==> config.mk <==
export PLATFORM = sky130hd
export DESIGN_NAME = brg_irq_ctrl
export DESIGN_NICKNAME = d
export VERILOG_FILES = /design/src/rtl/brg_irq_pkg.sv /design/src/rtl/brg_irq_rstsync.sv /design/src/rtl/brg_irq_stsbank.sv /design/src/rtl/brg_irq_regif.sv /design/src/rtl/brg_irq_comb.sv /design/src/rtl/brg_irq_ctrl.sv
export SDC_FILE = /design/constraint.sdc
export NUM_CORES = 1
export LEC_CHECK = 0
export CORE_MARGIN = 4
export CORE_UTILIZATION = 33
export CTS_CLUSTER_DIAMETER = 30
export DETAILED_ROUTE_END_ITERATION = 10
export PLACE_DENSITY = 0.69
export SETUP_SLACK_MARGIN = 0.2
export SLEW_MARGIN = 20
export SYNTH_ARGS = -nofsm -noshare
export SYNTH_HDL_FRONTEND = slang
export SYNTH_SLANG_ARGS = --single-unit
==> constraint.sdc <==
create_clock -name clk -period 1 [get_ports clk]
set_clock_uncertainty 0.1 [all_clocks]
set_input_delay 0.15 -clock clk [delete_from_list [all_inputs] [get_ports clk]]
set_output_delay 0.15 -clock clk [all_outputs]
set_load 0.05 [all_outputs]
==> src/rtl/brg_irq_pkg.sv <==
package brg_irq_pkg;
  localparam int unsigned HW_W = 16;

  typedef enum logic [0:0] {
    CLR_ONES_CLEAR  = 1'b0,
    CLR_ZEROS_CLEAR = 1'b1
  } clr_mode_e;

  typedef enum logic [1:0] {
    SEL_ERR  = 2'd0,
    SEL_EVT  = 2'd1,
    SEL_CTL  = 2'd2,
    SEL_NONE = 2'd3
  } reg_sel_e;
endpackage

==> src/rtl/brg_irq_rstsync.sv <==
module brg_irq_rstsync #(
  parameter int unsigned STAGES = 2
) (
  input  logic clk,
  input  logic rst_n,
  output logic rst_n_sync
);
  logic [STAGES-1:0] chain_q;
  logic [STAGES-1:0] chain_d;

  always_comb begin
    chain_d = {chain_q[STAGES-2:0], 1'b1};
  end

  always_ff @(posedge clk or negedge rst_n) begin
    if (!rst_n) begin
      chain_q <= '0;
    end else begin
      chain_q <= chain_d;
    end
  end

  assign rst_n_sync = chain_q[STAGES-1];
endmodule

==> src/rtl/brg_irq_stsbank.sv <==
module brg_irq_stsbank
  import brg_irq_pkg::*;
#(
  parameter int unsigned W    = 8,
  parameter clr_mode_e   MODE = CLR_ONES_CLEAR
) (
  input  logic         clk,
  input  logic         rst_n,
  input  logic [W-1:0] set_pulse,
  input  logic         wr_en,
  input  logic [W-1:0] wr_data,
  output logic [W-1:0] sts
);
  logic [W-1:0] clr_vec;
  logic [W-1:0] sts_d;
  logic         sts_ce;

  generate
    if (MODE == CLR_ONES_CLEAR) begin : g_ones
      always_comb begin
        clr_vec = wr_en ? wr_data : '0;
      end
      // flags written with one and not re-set are gone next cycle
      p_w1c_r3: assert property (@(posedge clk) disable iff (!rst_n)
        (wr_en && set_pulse == '0) |=> ((sts & $past(wr_data)) == '0));
    end else begin : g_zeros
      always_comb begin
        clr_vec = wr_en ? ~wr_data : '0;
      end
      // bits written with zero and not re-set are gone next cycle
      p_zero_clr_r5: assert property (@(posedge clk) disable iff (!rst_n)
        (wr_en && set_pulse == '0) |=> ((sts & ~$past(wr_data)) == '0));
    end
  endgenerate

  always_comb begin
    sts_d  = (sts & ~clr_vec) | set_pulse;
    sts_ce = wr_en | (|set_pulse);
  end

  always_ff @(posedge clk or negedge rst_n) begin
    if (!rst_n) begin
      sts <= '0;
    end else if (sts_ce) begin
      sts <= sts_d;
    end
  end

  // a pulse always leaves its bit set, clear write or not
  p_set_sticky_r9: assert property (@(posedge clk) disable iff (!rst_n)
    (|set_pulse) |=> ((sts & $past(set_pulse)) == $past(set_pulse)));

  // without pulse or write the status holds
  p_hold_r4: assert property (@(posedge clk) disable iff (!rst_n)
    (!wr_en && set_pulse == '0) |=> $stable(sts));
endmodule

==> src/rtl/brg_irq_regif.sv <==
module brg_irq_regif
  import brg_irq_pkg::*;
#(
  parameter int unsigned HIDX_W   = 2,
  parameter int unsigned EVT_W    = 8,
  parameter int unsigned ERR_W    = 4,
  parameter int unsigned ERR_LSB  = 12,
  parameter int unsigned EN_BIT   = 10,
  parameter int unsigned ERR_HIDX = 0,
  parameter int unsigned EVT_HIDX = 1,
  parameter int unsigned CTL_HIDX = 2
) (
  input  logic              clk,
  input  logic              rst_n,
  input  logic [HIDX_W-1:0] hidx,
  input  logic              wr,
  input  logic [1:0]        be,
  input  logic [HW_W-1:0]   wdata,
  output logic [HW_W-1:0]   rdata,
  input  logic [ERR_W-1:0]  err_sts,
  input  logic [EVT_W-1:0]  evt_sts,
  output logic              err_we,
  output logic [ERR_W-1:0]  err_wdata,
  output logic              evt_we,
  output logic [EVT_W-1:0]  evt_wdata,
  output logic [EVT_W-1:0]  msk,
  output logic              glb_en
);
  localparam int unsigned ERR_LANE = ERR_LSB / 8;
  localparam int unsigned EN_LANE  = EN_BIT / 8;
  localparam int unsigned MSK_LSB  = 8;

  reg_sel_e         sel;
  logic             msk_we;
  logic             en_we;
  logic [EVT_W-1:0] msk_d;
  logic             en_d;

  always_comb begin
    if (hidx == HIDX_W'(ERR_HIDX))      sel = SEL_ERR;
    else if (hidx == HIDX_W'(EVT_HIDX)) sel = SEL_EVT;
    else if (hidx == HIDX_W'(CTL_HIDX)) sel = SEL_CTL;
    else                                sel = SEL_NONE;
  end

  always_comb begin
    err_we    = wr && (sel == SEL_ERR) && be[ERR_LANE];
    err_wdata = wdata[ERR_LSB +: ERR_W];
    evt_we    = wr && (sel == SEL_EVT) && be[0];
    evt_wdata = wdata[EVT_W-1:0];
    msk_we    = wr && (sel == SEL_EVT) && be[1];
    en_we     = wr && (sel == SEL_CTL) && be[EN_LANE];
    msk_d     = msk_we ? wdata[MSK_LSB +: EVT_W] : msk;
    en_d      = en_we ? wdata[EN_BIT] : glb_en;
  end

  always_ff @(posedge clk or negedge rst_n) begin
    if (!rst_n) begin
      msk    <= '0;
      glb_en <= 1'b0;
    end else begin
      if (msk_we) msk <= msk_d;
      if (en_we)  glb_en <= en_d;
    end
  end

  always_comb begin
    rdata = '0;
    unique case (sel)
      SEL_ERR: rdata[ERR_LSB +: ERR_W] = err_sts;
      SEL_EVT: begin
        rdata[EVT_W-1:0]         = evt_sts;
        rdata[MSK_LSB +: EVT_W]  = msk;
      end
      SEL_CTL: rdata[EN_BIT] = glb_en;
      default: rdata = '0;
    endcase
  end

  // mask lane disabled keeps the mask
  p_msk_lane_r10: assert property (@(posedge clk) disable iff (!rst_n)
    (wr && hidx == HIDX_W'(EVT_HIDX) && !be[1]) |=> $stable(msk));

  // writes to the unmapped halfword touch neither mask nor enable
  p_unmapped_r11: assert property (@(posedge clk) disable iff (!rst_n)
    (wr && hidx != HIDX_W'(EVT_HIDX) && hidx != HIDX_W'(CTL_HIDX))
      |=> ($stable(msk) && $stable(glb_en)));
endmodule

==> src/rtl/brg_irq_comb.sv <==
module brg_irq_comb #(
  parameter int unsigned EVT_W = 8
) (
  input  logic             clk,
  input  logic             rst_n,
  input  logic [EVT_W-1:0] sts,
  input  logic [EVT_W-1:0] msk,
  input  logic             glb_en,
  output logic             irq
);
  logic irq_d;

  always_comb begin
    irq_d = glb_en & (|(sts & msk));
  end

  always_ff @(posedge clk or negedge rst_n) begin
    if (!rst_n) begin
      irq <= 1'b0;
    end else begin
      irq <= irq_d;
    end
  end

  // enable low forces the line low on the next cycle
  p_gate_r8: assert property (@(posedge clk) disable iff (!rst_n)
    !glb_en |=> !irq);

  // no masked-in source means no interrupt next cycle
  p_masked_r8: assert property (@(posedge clk) disable iff (!rst_n)
    ((sts & msk) == '0) |=> !irq);
endmodule

==> src/rtl/brg_irq_ctrl.sv <==
module brg_irq_ctrl
  import brg_irq_pkg::*;
#(
  parameter int unsigned HIDX_W  = 2,
  parameter int unsigned EVT_W   = 8,
  parameter int unsigned ERR_W   = 4,
  parameter int unsigned ERR_LSB = 12,
  parameter int unsigned EN_BIT  = 10,
  parameter int unsigned RST_STG = 2
) (
  input  logic              clk,
  input  logic              rst_n,
  input  logic [HIDX_W-1:0] reg_hidx,
  input  logic              reg_wr,
  input  logic [1:0]        reg_be,
  input  logic [15:0]       reg_wdata,
  output logic [15:0]       reg_rdata,
  input  logic [ERR_W-1:0]  bus_err_pulse,
  input  logic [EVT_W-1:0]  lb_evt_pulse,
  output logic              irq_out
);
  logic             rst_n_s;
  logic [ERR_W-1:0] err_sts;
  logic [EVT_W-1:0] evt_sts;
  logic             err_we;
  logic [ERR_W-1:0] err_wdata;
  logic             evt_we;
  logic [EVT_W-1:0] evt_wdata;
  logic [EVT_W-1:0] msk;
  logic             glb_en;

  brg_irq_rstsync #(.STAGES(RST_STG)) u_rst (
    .clk(clk), .rst_n(rst_n), .rst_n_sync(rst_n_s)
  );

  brg_irq_regif #(
    .HIDX_W(HIDX_W), .EVT_W(EVT_W), .ERR_W(ERR_W),
    .ERR_LSB(ERR_LSB), .EN_BIT(EN_BIT)
  ) u_regif (
    .clk(clk), .rst_n(rst_n_s),
    .hidx(reg_hidx), .wr(reg_wr), .be(reg_be), .wdata(reg_wdata),
    .rdata(reg_rdata),
    .err_sts(err_sts), .evt_sts(evt_sts),
    .err_we(err_we), .err_wdata(err_wdata),
    .evt_we(evt_we), .evt_wdata(evt_wdata),
    .msk(msk), .glb_en(glb_en)
  );

  brg_irq_stsbank #(.W(ERR_W), .MODE(CLR_ONES_CLEAR)) u_err (
    .clk(clk), .rst_n(rst_n_s), .set_pulse(bus_err_pulse),
    .wr_en(err_we), .wr_data(err_wdata), .sts(err_sts)
  );

  brg_irq_stsbank #(.W(EVT_W), .MODE(CLR_ZEROS_CLEAR)) u_evt (
    .clk(clk), .rst_n(rst_n_s), .set_pulse(lb_evt_pulse),
    .wr_en(evt_we), .wr_data(evt_wdata), .sts(evt_sts)
  );

  brg_irq_comb #(.EVT_W(EVT_W)) u_comb (
    .clk(clk), .rst_n(rst_n_s), .sts(evt_sts), .msk(msk),
    .glb_en(glb_en), .irq(irq_out)
  );

  // error flags with no event pending cannot raise the line
  p_err_only_r12: assert property (@(posedge clk) disable iff (!rst_n_s)
    (evt_sts == '0) |=> !irq_out);

  // line is low in the first cycle out of reset
  p_reset_low_r1: assert property (@(posedge clk)
    !rst_n_s |=> !irq_out);
endmodule

==> flow_summary_export.csv <==
group,metric,value,unit
power_and_ir_drop,p_leak,1.130,nW
die,dieArea,4493,µm²
synthesis,synth_seq_cells,24,
detailed_routing,drt-initial-drc-count,63,
run_status,violations,"negative setup slack",
synthesis,yosys_warnings,0,
placed_design,dpl_cell_area,2157,µm²
cells_and_area,final_cell_area,2638,µm²
detailed_routing,vias,1184,
synthesis,synth_cells,94,
power_and_ir_drop,p_clk_frac,0.166,
clocking,tritoncts,"built",
detailed_routing,drc,0,
detailed_routing,wl,4520,µm
synthesis,synth.distinct_cells,18,
synthesis,syn_avg_cell_area,12.23,µm²
timing,rsz0062_at_grt,"yes",
cells_and_area,final_cell_count_no_fill,240,
setup_path,cp_slowest_cell,"dfrtp_1",
clocking,cts-buffers-inserted,3,
timing,fmax,0.6972,GHz
setup_path,r2r-end,"u_comb.irq$_DFF_PN0_",
power_and_ir_drop,pwr-share-seq,0.368,
timing,fin_crit_sh,1.434,
power_and_ir_drop,p_sw,0.9786,mW
grt,grt_pass1_vias,1329,
clocking,cts.sinks,24,
setup_path,cp_max_fo,2,
placed_design,place_congestion,0.7280,
placed_design,place_hpwl,2748,µm
synthesis,synth_area,1150,µm²
clocking,root_buffer,"clkbuf_4",
setup_path,reg2reg_slack,-0.28,ns
grt,grt_pass1_wl,6582,µm
clocking,clk_pin_slew_worst_paths,0.13,ns
placed_design,portBuffers,51,
detailed_routing,wire_per_inst,18.83,µm
timing,hold_slack,0.1113,ns
power_and_ir_drop,powerDensity,1195,nW/µm²
clocking,clkLatencyLatePin,0.32,ns
setup_path,reg2regPathDepth,4,
clocking,htree_levels,1,
setup_path,worstSetupPathType,"reg2out",
cells_and_area,area_growth,129.4,%
timing,period_minus_slack,1.434,ns
die,start_util,0.3419,
die,die_y,67.03,µm
die,row_count,21,
cells_and_area,nets,233,
job,drv_cap,0,
setup_path,crit_required,0.75,ns
detailed_routing,viasPerCell,4.933,
worst_hold_path,hp-class,"reg2async",
power_and_ir_drop,max-vdd-ir-drop,0.0007130,V
clocking,clock_path_buffers,2,
grt,grt_overflow,0,
power_and_ir_drop,p_sw_frac,0.3106,
cells_and_area,final_util,0.7842,
timing,setup_ws,-0.4343,ns
synthesis,ys_seq_area_frac,0.5223,
die,fp.coreArea,3363,µm²
power_and_ir_drop,p_int,2.173,mW
setup_path,path_cells,"a22oi_2, nor2b_4, buf_12",
cells_and_area,antenna_cells,0,
detailed_routing,final_antenna_net_count,0,
synthesis,syn_nets,132,
setup_path,slowest_delay,0.41,ns
timing,maxSlewViolCount,0,
setup_path,startpoint_type,"register",
setup_path,cp.arrival,1.18,ns
grt,use_met3,0.03879,
power_and_ir_drop,p_comb_frac,0.466,
die,fp.dieW,67.03,µm
timing,setup_viol,34,
placed_design,placed_cells,200,
grt,globalRoute.busiestLayer,"met2",
cells_and_area,layout-drive-gt1-share,0.5722,
timing,hold_violations,0,
grt,grt_max_degree,23,
run_status,run_status,"finished, violations left",
grt,grt_util_met2,0.3755,
setup_path,endpoint_kind,"output port",
detailed_routing,drt_pass1_iterations,4,
grt,grtUsageTotal,0.2028,
setup_path,r2r-start,"u_regif.msk[6]$_DFFE_PN0P_",
die,boundaryPins,52,
grt,use_met1,0.2134,
grt,grt_antenna_before_repair,0,
-- worst max-delay path: cells and delay by family, from the launching register on --
kind | cells | cell delay [ns]
simple gates | 1 | 0.07
buf+inv | 1 | 0.15
flops | 1 | 0.41
compound gates | 1 | 0.23
-- synthesized netlist by cell type (all sizes together) --
| library cell | instances | share of area |
|---|---|---|
| mux2 | 9 | 0.088 |
| nand4b | 8 | 0.061 |
| nand4 | 4 | 0.022 |
| dfrtp | 24 | 0.52 |
| ha | 3 | 0.033 |
| a22oi | 5 | 0.033 |
| a22o | 4 | 0.030 |
| nand3 | 2 | 0.020 |
| buf | 3 | 0.017 |
| a21o | 12 | 0.078 |
| inv | 3 | 0.0098 |
| clkbuf | 3 | 0.0098 |
| conb | 1 | 0.0033 |
| and2 | 11 | 0.060 |
| a41oi | 1 | 0.0076 |
| nor2b | 1 | 0.0054 |
-- cells by family after synthesis --
kind of cell             Yosys count  share of synthesized area
AO/OA/AOI/OAI                     22                     0.1491
adder cells (fa/ha/maj)            3                    0.03265
buffers and inverters              9                    0.03699
flip-flops                        24                     0.5223
multiplexers                       9                    0.08814
other                              1                   0.003261
AND/OR/NAND/NOR                   26                     0.1676
-- layout by cell type (no fill, tap or decap) --
master           Yosys  routed
dlygate4sd2_1        0       3
nand4b_1             8       8
a22oi_1              5       2
inv_12               0       2
dlygate4sd3_1        0       1
a41oi_2              0       1
nand3_2              0       1
dfrtp_1             24      22
conb_1               1       1
buf_16               0       1
buf_8                0       3
nand4_1              4       4
buf_4                2      23
buf_6                0      21
a21o_1              12      12
clkdlybuf4s50_1      0      29
dfrtp_2              0       2
mux2_4               0       9
nand3_4              1       1
nor2b_4              0       1
buf_12               0      21
clkbuf_8             0       1
inv_1                3       1
a22o_4               0       4
a22oi_2              0       3
ha_4                 0       3
and2_4               0      11
clkbuf_4             0       3
-- routing by layer --
layer	routed length, µm	vias up
met4	99	0
met5	0	-
met3	205	6
li1	-	545
met2	2554	36
met1	1661	597
-- through the flow --
step / power, mW / worst slack [ns] / TNS [ns]
after global placement: 2.247 / -0.8392 / -27.84
final: 3.151 / -0.4343 / -8.147
after floorplan: 1.700 / -0.1204 / -1.858
after CTS: 3.008 / -0.4450 / -7.158
after detailed placement: 2.275 / -0.8763 / -28.93
after global routing: 3.265 / -0.5021 / -8.918
-- sequential cells by signal, summed over array words and instances, names as in the netlist --
| name | count |
|---|---|
| u_evt.sts | 8 |
| u_regif.msk | 8 |
| u_err.sts | 4 |
| u_rst.chain_q | 2 |
| u_comb.irq | 1 |
| u_regif.glb_en | 1 |
-- power groups by stage --
| stage | Combinational [mW] | Clock [mW] | Sequential [mW] |
|---|---|---|---|
| after floorplan | 0.496 | 0 | 1.20 |
| after global placement | 1.06 | 0 | 1.19 |
| after detailed placement | 1.08 | 0 | 1.19 |
| after CTS | 1.33 | 0.530 | 1.15 |
| after global routing | 1.52 | 0.574 | 1.17 |
| final | 1.47 | 0.522 | 1.16 |
-- cell type report --
type,count,area [µm²]
inverter,3,36.28
tap,46,57.56
sequential,24,603.1
fill,204,725.7
timing repair buffer,102,1229
clock buffer,4,36.28
multi-input combinational,61,675.6
-- worst max path at each step --
stage                                     startpoint       endpoint  slack [ns]
after floorplan                          reg_hidx[1]  reg_rdata[15]       -0.12
after global placement                   reg_hidx[1]  reg_rdata[10]       -0.84
after detailed placement                 reg_hidx[1]  reg_rdata[10]       -0.88
after CTS                 u_regif.glb_en$_DFFE_PN0P_  reg_rdata[10]       -0.45
after global routing      u_regif.glb_en$_DFFE_PN0P_  reg_rdata[10]       -0.50
final                     u_regif.glb_en$_DFFE_PN0P_  reg_rdata[10]       -0.43
-- what timing repair did --
action / 4_1_cts / 5_1_grt
pin swaps: 30 / 9
cloned: 1 / 0
hold buffers: 1 / 0
buffers inserted: 24 / 10
endpoints found under the setup margin: 39 / 39
hold endpoints to repair: 2 / 0
gates resized for setup: 38 / 12
Power figures use the tool's default switching activity.
